`src/rtl/mc_control.sv`:
```
module mc_control #(
  parameter int CW = 32,
  parameter logic [5:0] OP_RR    = 6'h00,
  parameter logic [5:0] OP_ORI   = 6'h0d,
  parameter logic [5:0] OP_LOAD  = 6'h23,
  parameter logic [5:0] OP_STORE = 6'h2b,
  parameter logic [5:0] OP_BEQ   = 6'h04
) (
  input  logic          clk,
  input  logic          rst,
  input  logic [5:0]    opcode,
  input  logic          alu_zero,
  output logic          pc_wr,
  output logic          pc_wr_cond,
  output logic          addr_sel,
  output logic          mem_wr,
  output logic          ir_wr,
  output logic          pc_src,
  output logic          reg_dst,
  output logic          reg_wr,
  output logic          alu_sel_a,
  output logic [1:0]    alu_sel_b,
  output logic          ext_sign,
  output logic          mem_to_reg,
  output logic [1:0]    alu_op,
  output logic [3:0]    state,
  output logic [CW-1:0] cycle_count,
  output logic [CW-1:0] retire_count
);
  localparam logic [3:0] S_FETCH = 4'b0000, S_DEC  = 4'b0001, S_BR   = 4'b0010,
                         S_RREX  = 4'b0100, S_RRWB = 4'b0101, S_OREX = 4'b0110,
                         S_ORWB  = 4'b0111, S_LDAD = 4'b1000, S_LDMM = 4'b1001,
                         S_LDWB  = 4'b1010, S_STAD = 4'b1011, S_STMM = 4'b1100;

  logic [3:0] nxt;
  logic       last;

  always_comb begin
    nxt = S_FETCH;
    case (state)
      S_FETCH: nxt = S_DEC;
      S_DEC: begin
        if      (opcode == OP_RR)    nxt = S_RREX;
        else if (opcode == OP_ORI)   nxt = S_OREX;
        else if (opcode == OP_LOAD)  nxt = S_LDAD;
        else if (opcode == OP_STORE) nxt = S_STAD;
        else if (opcode == OP_BEQ)   nxt = S_BR;
        else                         nxt = S_FETCH;
      end
      S_RREX:  nxt = S_RRWB;
      S_OREX:  nxt = S_ORWB;
      S_LDAD:  nxt = S_LDMM;
      S_LDMM:  nxt = S_LDWB;
      S_STAD:  nxt = S_STMM;
      default: nxt = S_FETCH;
    endcase
  end

  assign last = (state == S_BR) || (state == S_RRWB) || (state == S_ORWB) ||
                (state == S_LDWB) || (state == S_STMM);

  always_ff @(posedge clk) begin
    if (rst) begin
      state        <= S_FETCH;
      cycle_count  <= '0;
      retire_count <= '0;
    end else begin
      state       <= nxt;
      cycle_count <= cycle_count + 1'b1;
      if (last) retire_count <= retire_count + 1'b1;
    end
  end

  assign ir_wr      = (state == S_FETCH);
  assign pc_wr_cond = (state == S_BR);
  assign pc_wr      = (state == S_FETCH) || (pc_wr_cond && alu_zero);
  assign pc_src     = pc_wr_cond;
  assign addr_sel   = (state == S_LDMM) || (state == S_STMM);
  assign mem_wr     = (state == S_STMM);
  assign reg_wr     = (state == S_RRWB) || (state == S_ORWB) || (state == S_LDWB);
  assign reg_dst    = (state == S_RRWB);
  assign mem_to_reg = (state == S_LDWB);
  assign alu_sel_a  = (state != S_FETCH) && (state != S_DEC);
  assign ext_sign   = (state != S_OREX);

  always_comb begin
    alu_sel_b = 2'b00;
    alu_op    = 2'b00;
    case (state)
      S_FETCH: alu_sel_b = 2'b01;
      S_DEC:   alu_sel_b = 2'b11;
      S_RREX:  alu_op    = 2'b10;
      S_OREX:  begin alu_sel_b = 2'b10; alu_op = 2'b11; end
      S_LDAD, S_STAD: alu_sel_b = 2'b10;
      S_BR:    alu_op    = 2'b01;
      default: ;
    endcase
  end
endmodule

```
`config.mk`:
```
export PLATFORM = sky130hd
export DESIGN_NAME = mc_control
export DESIGN_NICKNAME = d
export VERILOG_FILES = /design/src/rtl/mc_control.sv
export SDC_FILE = /design/constraint.sdc
export NUM_CORES = 1
export LEC_CHECK = 0
export BUFFER_PORTS_ARGS = -buffer_cell sky130_fd_sc_hd__buf_2
export CAP_MARGIN = 20
export CORE_ASPECT_RATIO = 1.5
export CORE_MARGIN = 2
export CORE_UTILIZATION = 50
export DETAILED_ROUTE_END_ITERATION = 6
export GPL_ROUTABILITY_DRIVEN = 0
export HOLD_SLACK_MARGIN = 0.15
export PLACE_DENSITY = 0.89
export SLEW_MARGIN = 20
export SYNTH_ARGS = -nofsm -noshare
export SYNTH_HDL_FRONTEND = slang
export SYNTH_SLANG_ARGS = --single-unit
```
`constraint.sdc`:
```
create_clock -name clk -period 3.75 [get_ports clk]
set_input_delay 0.375 -clock clk [delete_from_list [all_inputs] [get_ports clk]]
set_output_delay 0.375 -clock clk [all_outputs]
set_load 0.005 [all_outputs]
```
==> results of run 1 <==
critical path: stages, from the launching register on:
cell and delay (ns):
dfxtp_1 0.67, inv_1 0.18, o211ai_2 0.52, nand4_2 0.41, or4_1 0.51, a21oi_1 0.15
placed cells by master, fill, tap and decap left out, types with 2 or more instances in the layout:
cell	n
and3_1	7
o21ai_0	12
nand4_4	2
nand2_1	22
and4_1	3
xor2_1	42
nand2b_1	3
nor4_2	2
and2_1	3
nor4_1	3
nor3_1	8
o31ai_1	5
buf_2	91
clkbuf_8	10
or3_1	10
clkbuf_1	2
nor2b_1	4
nand4_2	2
inv_1	6
dfxtp_1	68
ha_1	2
a21oi_1	22
o211ai_1	2
nand4_1	24
or4_1	4
clkinv_2	2
nand3_1	23
nor2_1	67
xnor2_1	8
power by group:
part | switching [W] | internal (W) | total [W]
clock | 0.000267 | 0.000325 | 0.000592
sequential | 0.00000873 | 0.000726 | 0.000735
combinational | 0.0000311 | 0.0000220 | 0.0000531
total | 0.000307 | 0.00107 | 0.00138
final timing paths:
path	startpoint	to
worst min-delay path	opcode[5]	state[2]
worst min register to register	cycle_count[0]	cycle_count[0]
worst max register to register	state[0]	retire_count[29]
worst max-delay path	state[0]	retire_count[29]
stage by stage:
stage	cell area [µm²]	cells	hold WS, ns
final	3950	552	0.376
after global routing	3950	552	0.389
after CTS	3950	552	0.361
after detailed placement	3750	536	0.460
after global placement	3730	535	0.444
after floorplan	3260	386	0.444
kinds of logic (layout without fill, tap and decap cells):
group / count (synthesis) / after routing / share of synthesized area
fa+ha+maj: 2 / 2 / 0.00767
xor+xnor: 50 / 50 / 0.134
compound gates: 49 / 49 / 0.0921
mux: 1 / 1 / 0.00307
flops: 68 / 68 / 0.417
buf+inv: 24 / 114 / 0.0315
simple gates: 192 / 192 / 0.314
final cells by class:
| type | count | area [µm²] | share of cell area |
|---|---|---|---|
| Clock buffer | 12 | 145 | 0.0368 |
| Clock inverter | 4 | 48.8 | 0.0124 |
| Inverter | 6 | 22.5 | 0.00571 |
| Multi-Input combinational cell | 294 | 1800 | 0.455 |
| Sequential cell | 68 | 1360 | 0.345 |
| Tap cell | 76 | 95.1 | 0.0241 |
| Timing Repair Buffer | 92 | 475 | 0.121 |
flip-flops by register name, summed over array words and instances (netlist names):
name	count
cycle_count	32
state	4
retire_count	32
layer usage:
metal,track usage,wire [µm]
met4,0.111,210
met3,0.0411,389
met1,0.240,3010
met5,0,0
met2,0.380,3730
==> results.yml, run 1 <==
die:
  design.die.area_um2: 7200
  pin_count: 92
  core-area_um2: 6400
  num_rows: 36
  die-height_um: 103
  initial_core_util: 0.510
  die_width_um: 69.9
setup_path:
  setup.worst_path.end_class: "flop"
  setup.worst_path.start_class: "flop"
  crit_path_max_fanout: 17
  timing.reg2reg.worst_path_depth: 5
  timing_worst_setup_path_type: "flop to flop"
  worst-r2r-setup-slack_ns: 1.24
  critical_path_at_ns: 2.78
  critPathRequiredTime_ns: 4.02
timing:
  fmaxAchievable_ghz: 0.398
  period_minus_slack_ns: 2.51
  report.final.setup_viol: 0
  final_clock_period_utilization_by_the_worst_path: 0.670
  report.final.hold_viol_count: 0
  timing.final.max_slew_violations: 0
  worst_max_slew_margin_expressed_relative_to_the_limit: 0.362
  fin_setup_tns_ns: 0
  max_slew.worst_pin.slew_ns: 0.949
  setup_slack_ns: 1.24
  rsz0062_at_grt: "no"
  final_clock_skew_ns: 0.00873
routing:
  num_vias: 3055
  drt_wl_total_um: 7350
  route.detailed.vias_per_inst: 5.53
  detail_route.drc_violations: 0
  wire_length_per_cell_after_detailed_routing_um: 13.3
  drt.antenna.violating_nets: 0
  dr.first_iter.drc_count: 107
  firstDrtPassIters: 4
synthesis:
  synthTopCellsByArea: "dfxtp_1 42%, xor2_1 11%, nor2_1 7.7%, nand4_1 4.6%, nand3_1 3.5%"
  synthesis.area_um2: 3260
  synth_seq_cells: 68
  post_synth_edffs: 0
  mappedNetlistNets: 397
  synth_area_per_cell_um2: 8.45
  ys_dominant_reg_cell: "dfxtp_1"
  leading_post_synthesis_cells_by_instance_count: "68 x dfxtp_1, 67 x nor2_1, 42 x xor2_1"
  synth.yosys.warnings: 0
  synthDistinctLibCells: 44
  async_reset_ff_frac: 0
  synthMostInstantiatedCell: "dfxtp_1"
  yosysSeqAreaShare: 0.417
  post-synth-top-area-fraction: 0.417
  netlist_instances: 386
  yosys.area.top_type: "dfxtp_1"
clock_network:
  cts.repair_timing.setup_buffer_count: 0
  clock_buffers_created_by_tritoncts: 9
  htreeDepth: 3
  worstSkewPairLatency_ns: 0.34
  postCtsHoldBufs: 0
  cts.root.buffer_cell: "clkbuf_8"
  maximum_buffer_depth_of_the_clock_tree: 2
  tritoncts: "built"
  path_clk_slew_ns: 0.07
  cts_num_sinks: 68
  resized_after_cts: 0
finish:
  fillers: 535
  layout-area-overhead-vs-synth_pct: 21.0
  design.final.nets: 482
  post-route-util: 0.617
  n_diodes: 0
  drive_above_1_share: 0.244
grt:
  vias_in_the_first_global_route: 2828
  grt_usage: 0.212
  grt.overflow.total: 0
  grt_first_pass_wirelength_um: 12500
  grt_antenna_before_repair: 0
  grt_start_max_net_pins: 36
placement:
  port_buffers: 91
  dp.final_hpwl_um: 5320
  dp_worst_setup_slack_ns: 1.27
power:
  power_density_nw_per_um2: 350
  total_leakage_power_nw: 1.70
  total_power_w: 0.00138
  ir_drop_worst_vdd_mv: 0.213
min_path:
  holdCritPathClass: "input pin to flop"
  holdPathStages: 4
outcome:
  run_status: "completed"
job:
  maxCapViolCount: 0
Note: power is estimated with default switching activity, not from simulation.
==> run 2, diff against run 1 <==
- ABC_AREA: unset -> 1
- CORE_UTILIZATION: 50 -> 49
- clock period: 3.75 -> 2 ns (I/O delays scaled with it)
==> run 2 against run 1 <==
- via count grew 47%
- clock-buffer cell count shrank 2
- wire length increased by 50%
- critical endpoint is now retire_count[20]
- fmax rose by 43%
- non-clock buffer count increased by 3
- worst hold slack lost 0.17 ns
- register-to-register slack got worse by 1.0 ns
- critical path depth is 4 higher
- clock power rose by 140%
- utilization down 0.091 points
- worst setup slack lost 1.0 ns
- sequential cell count is the same
==> results.yml, run 2 <==
clock_network:
  htreeDepth: 3
  cts.root.buffer_cell: "clkbuf_16"
  cts.repair_timing.setup_buffer_count: 0
  tritoncts: "built"
  path_clk_slew_ns: 0.06
  worstSkewPairLatency_ns: 0.33
  postCtsHoldBufs: 0
  clock_buffers_created_by_tritoncts: 9
  maximum_buffer_depth_of_the_clock_tree: 2
  resized_after_cts: 0
  cts_num_sinks: 68
die:
  die-height_um: 113
  pin_count: 92
  core-area_um2: 7660
  num_rows: 39
  initial_core_util: 0.511
  die_width_um: 77.0
  design.die.area_um2: 8730
power:
  total_power_w: 0.00287
  ir_drop_worst_vdd_mv: 0.637
  total_leakage_power_nw: 1.92
  power_density_nw_per_um2: 609
finish:
  finish.cell_count_without_fillers: 832
  fillers: 730
  n_diodes: 0
  layout.cells.most_common: "nand2_1"
  design.final.nets: 737
  multi_input_combinational_cell_area_um2: 2230
  drive_above_1_share: 0.186
  layout-area-overhead-vs-synth_pct: 20.6
  seq_area_um2: 1360
  post-route-util: 0.616
  biggestRegsByFlops: "cycle_count: 32 flops, retire_count: 32 flops, state: 4 flops"
  layout_common_cells: "182 x nand2_1, 130 x nor2_1, 91 x buf_2"
setup_path:
  slowest_stage: "dfxtp_1"
  crit_path_max_fanout: 5
  worstPathBufferInverterCount: 0
  critPathRequiredTime_ns: 2.26
  setup.worst_path.start_class: "flop"
  worst_stage_delay_on_the_critical_path_ns: 0.39
  critical_path_at_ns: 2.02
  timing_worst_setup_path_type: "flop to flop"
  timing.critical_path.max_delay_family: "simple AND/OR/NAND/NOR gates"
  path_cells: "ha_1, nand2_1, nor2_1, nand4_1, nor2_1, nand2_1, nand2_1, nand2_1, nor2_1"
  setup.worst_path.end_class: "flop"
  cpMostUsedCell: "nand2_1"
synthesis:
  yosysSeqAreaShare: 0.348
  synthTopCellsByArea: "dfxtp_1 35%, nand2_1 17%, nor2_1 12%, inv_1 6.1%, a21oi_1 4.9%"
  yosys.area.top_type: "dfxtp_1"
  synth_area_per_cell_um2: 6.20
  ys_dominant_reg_cell: "dfxtp_1"
  synth_seq_cells: 68
  post_synth_edffs: 0
  synthDistinctLibCells: 32
  synthesis.area_um2: 3910
  netlist_instances: 631
  synthMostInstantiatedCell: "nand2_1"
  post-synth-top-area-fraction: 0.348
  mappedNetlistNets: 642
  synth.yosys.warnings: 0
  async_reset_ff_frac: 0
  leading_post_synthesis_cells_by_instance_count: "182 x nand2_1, 130 x nor2_1, 68 x dfxtp_1"
routing:
  num_vias: 4492
  firstDrtPassIters: 5
  dr.first_iter.drc_count: 306
  drt.antenna.violating_nets: 0
  route.detailed.vias_per_inst: 5.40
  wire_length_per_cell_after_detailed_routing_um: 13.3
  drt_wl_total_um: 11000
  detail_route.drc_violations: 0
timing:
  max_slew.worst_pin.slew_ns: 0.828
  final_clock_period_utilization_by_the_worst_path: 0.880
  timing.final.max_slew_violations: 0
  fmaxAchievable_ghz: 0.568
  report.final.setup_viol: 0
  period_minus_slack_ns: 1.76
  final_clock_skew_ns: 0.00577
  report.final.hold_viol_count: 0
  fin_setup_tns_ns: 0
  rsz0062_at_grt: "no"
  worst_max_slew_margin_expressed_relative_to_the_limit: 0.447
  setup_slack_ns: 0.240
placement:
  port_buffers: 91
  dp_worst_setup_slack_ns: 0.305
  dpl.cell_count: 817
  dp.final_hpwl_um: 8350
grt:
  vias_in_the_first_global_route: 4184
  grt_usage: 0.258
  grt_start_max_net_pins: 43
  grt.overflow.total: 0
  grt_antenna_before_repair: 0
  grt_first_pass_wirelength_um: 18400
outcome:
  run_status: "completed"
job:
  maxCapViolCount: 0
min_path:
  holdCritPathClass: "input pin to flop"
## run 2: worst reg2reg max path, cell delays in order (launching register included)
cell and delay (ns):
dfxtp_1 0.39, ha_1 0.27, nand2_1 0.09, nor2_1 0.23, nand4_1 0.17, nor2_1 0.24, nand2_1 0.11, nand2_1 0.09
nand2_1 0.05, nor2_1 0.07
## run 2: area by class of cell
type,count,area share
tap,102,0.0270
clock buffer,10,0.0485
multi-input combinational,483,0.472
timing repair buffer,95,0.103
inverter,69,0.0549
sequential,68,0.289
clock inverter,5,0.00636
## run 2: path summary, 6_finish.rpt
path	endpoint	from	cells past startpoint	slack, ns
min reg2reg	cycle_count[31]	cycle_count[31]	2	0.47
min	state[0]	opcode[3]	3	0.21
max	retire_count[20]	retire_count[0]	9	0.24
max reg2reg	retire_count[20]	retire_count[0]	9	0.24
## run 2: layer usage
layer	share of wire	wire length, µm	track usage
met1	0.37	4080	0.272
met2	0.52	5720	0.472
met3	0.050	547	0.0269
met4	0.062	688	0.190
met5	0	0	0
## run 2: stage by stage
| step | hold slack [ns] | area, µm² |
|---|---|---|
| 2_1_floorplan | 0.374 | 3910 |
| 3_3_place_gp | 0.450 | 4460 |
| 3_5_place_dp | 0.459 | 4460 |
| 4_1_cts | 0.196 | 4720 |
| 5_1_grt | 0.255 | 4720 |
| 6_report | 0.208 | 4720 |
## run 2: report_power, final
part / switching, W / internal (W)
Sequential: 0.00000971 / 0.00136
Clock: 0.000572 / 0.000824
Combinational: 0.0000690 / 0.0000343
## run 2: kinds of logic (layout without fill, tap and decap cells)
group | after synthesis | after routing | share of synthesized area
simple gates | 405 | 405 | 0.449
xor+xnor | 12 | 12 | 0.0269
fa+ha+maj | 2 | 2 | 0.00639
flops | 68 | 68 | 0.348
buf+inv | 80 | 179 | 0.0834
compound gates | 64 | 64 | 0.0866
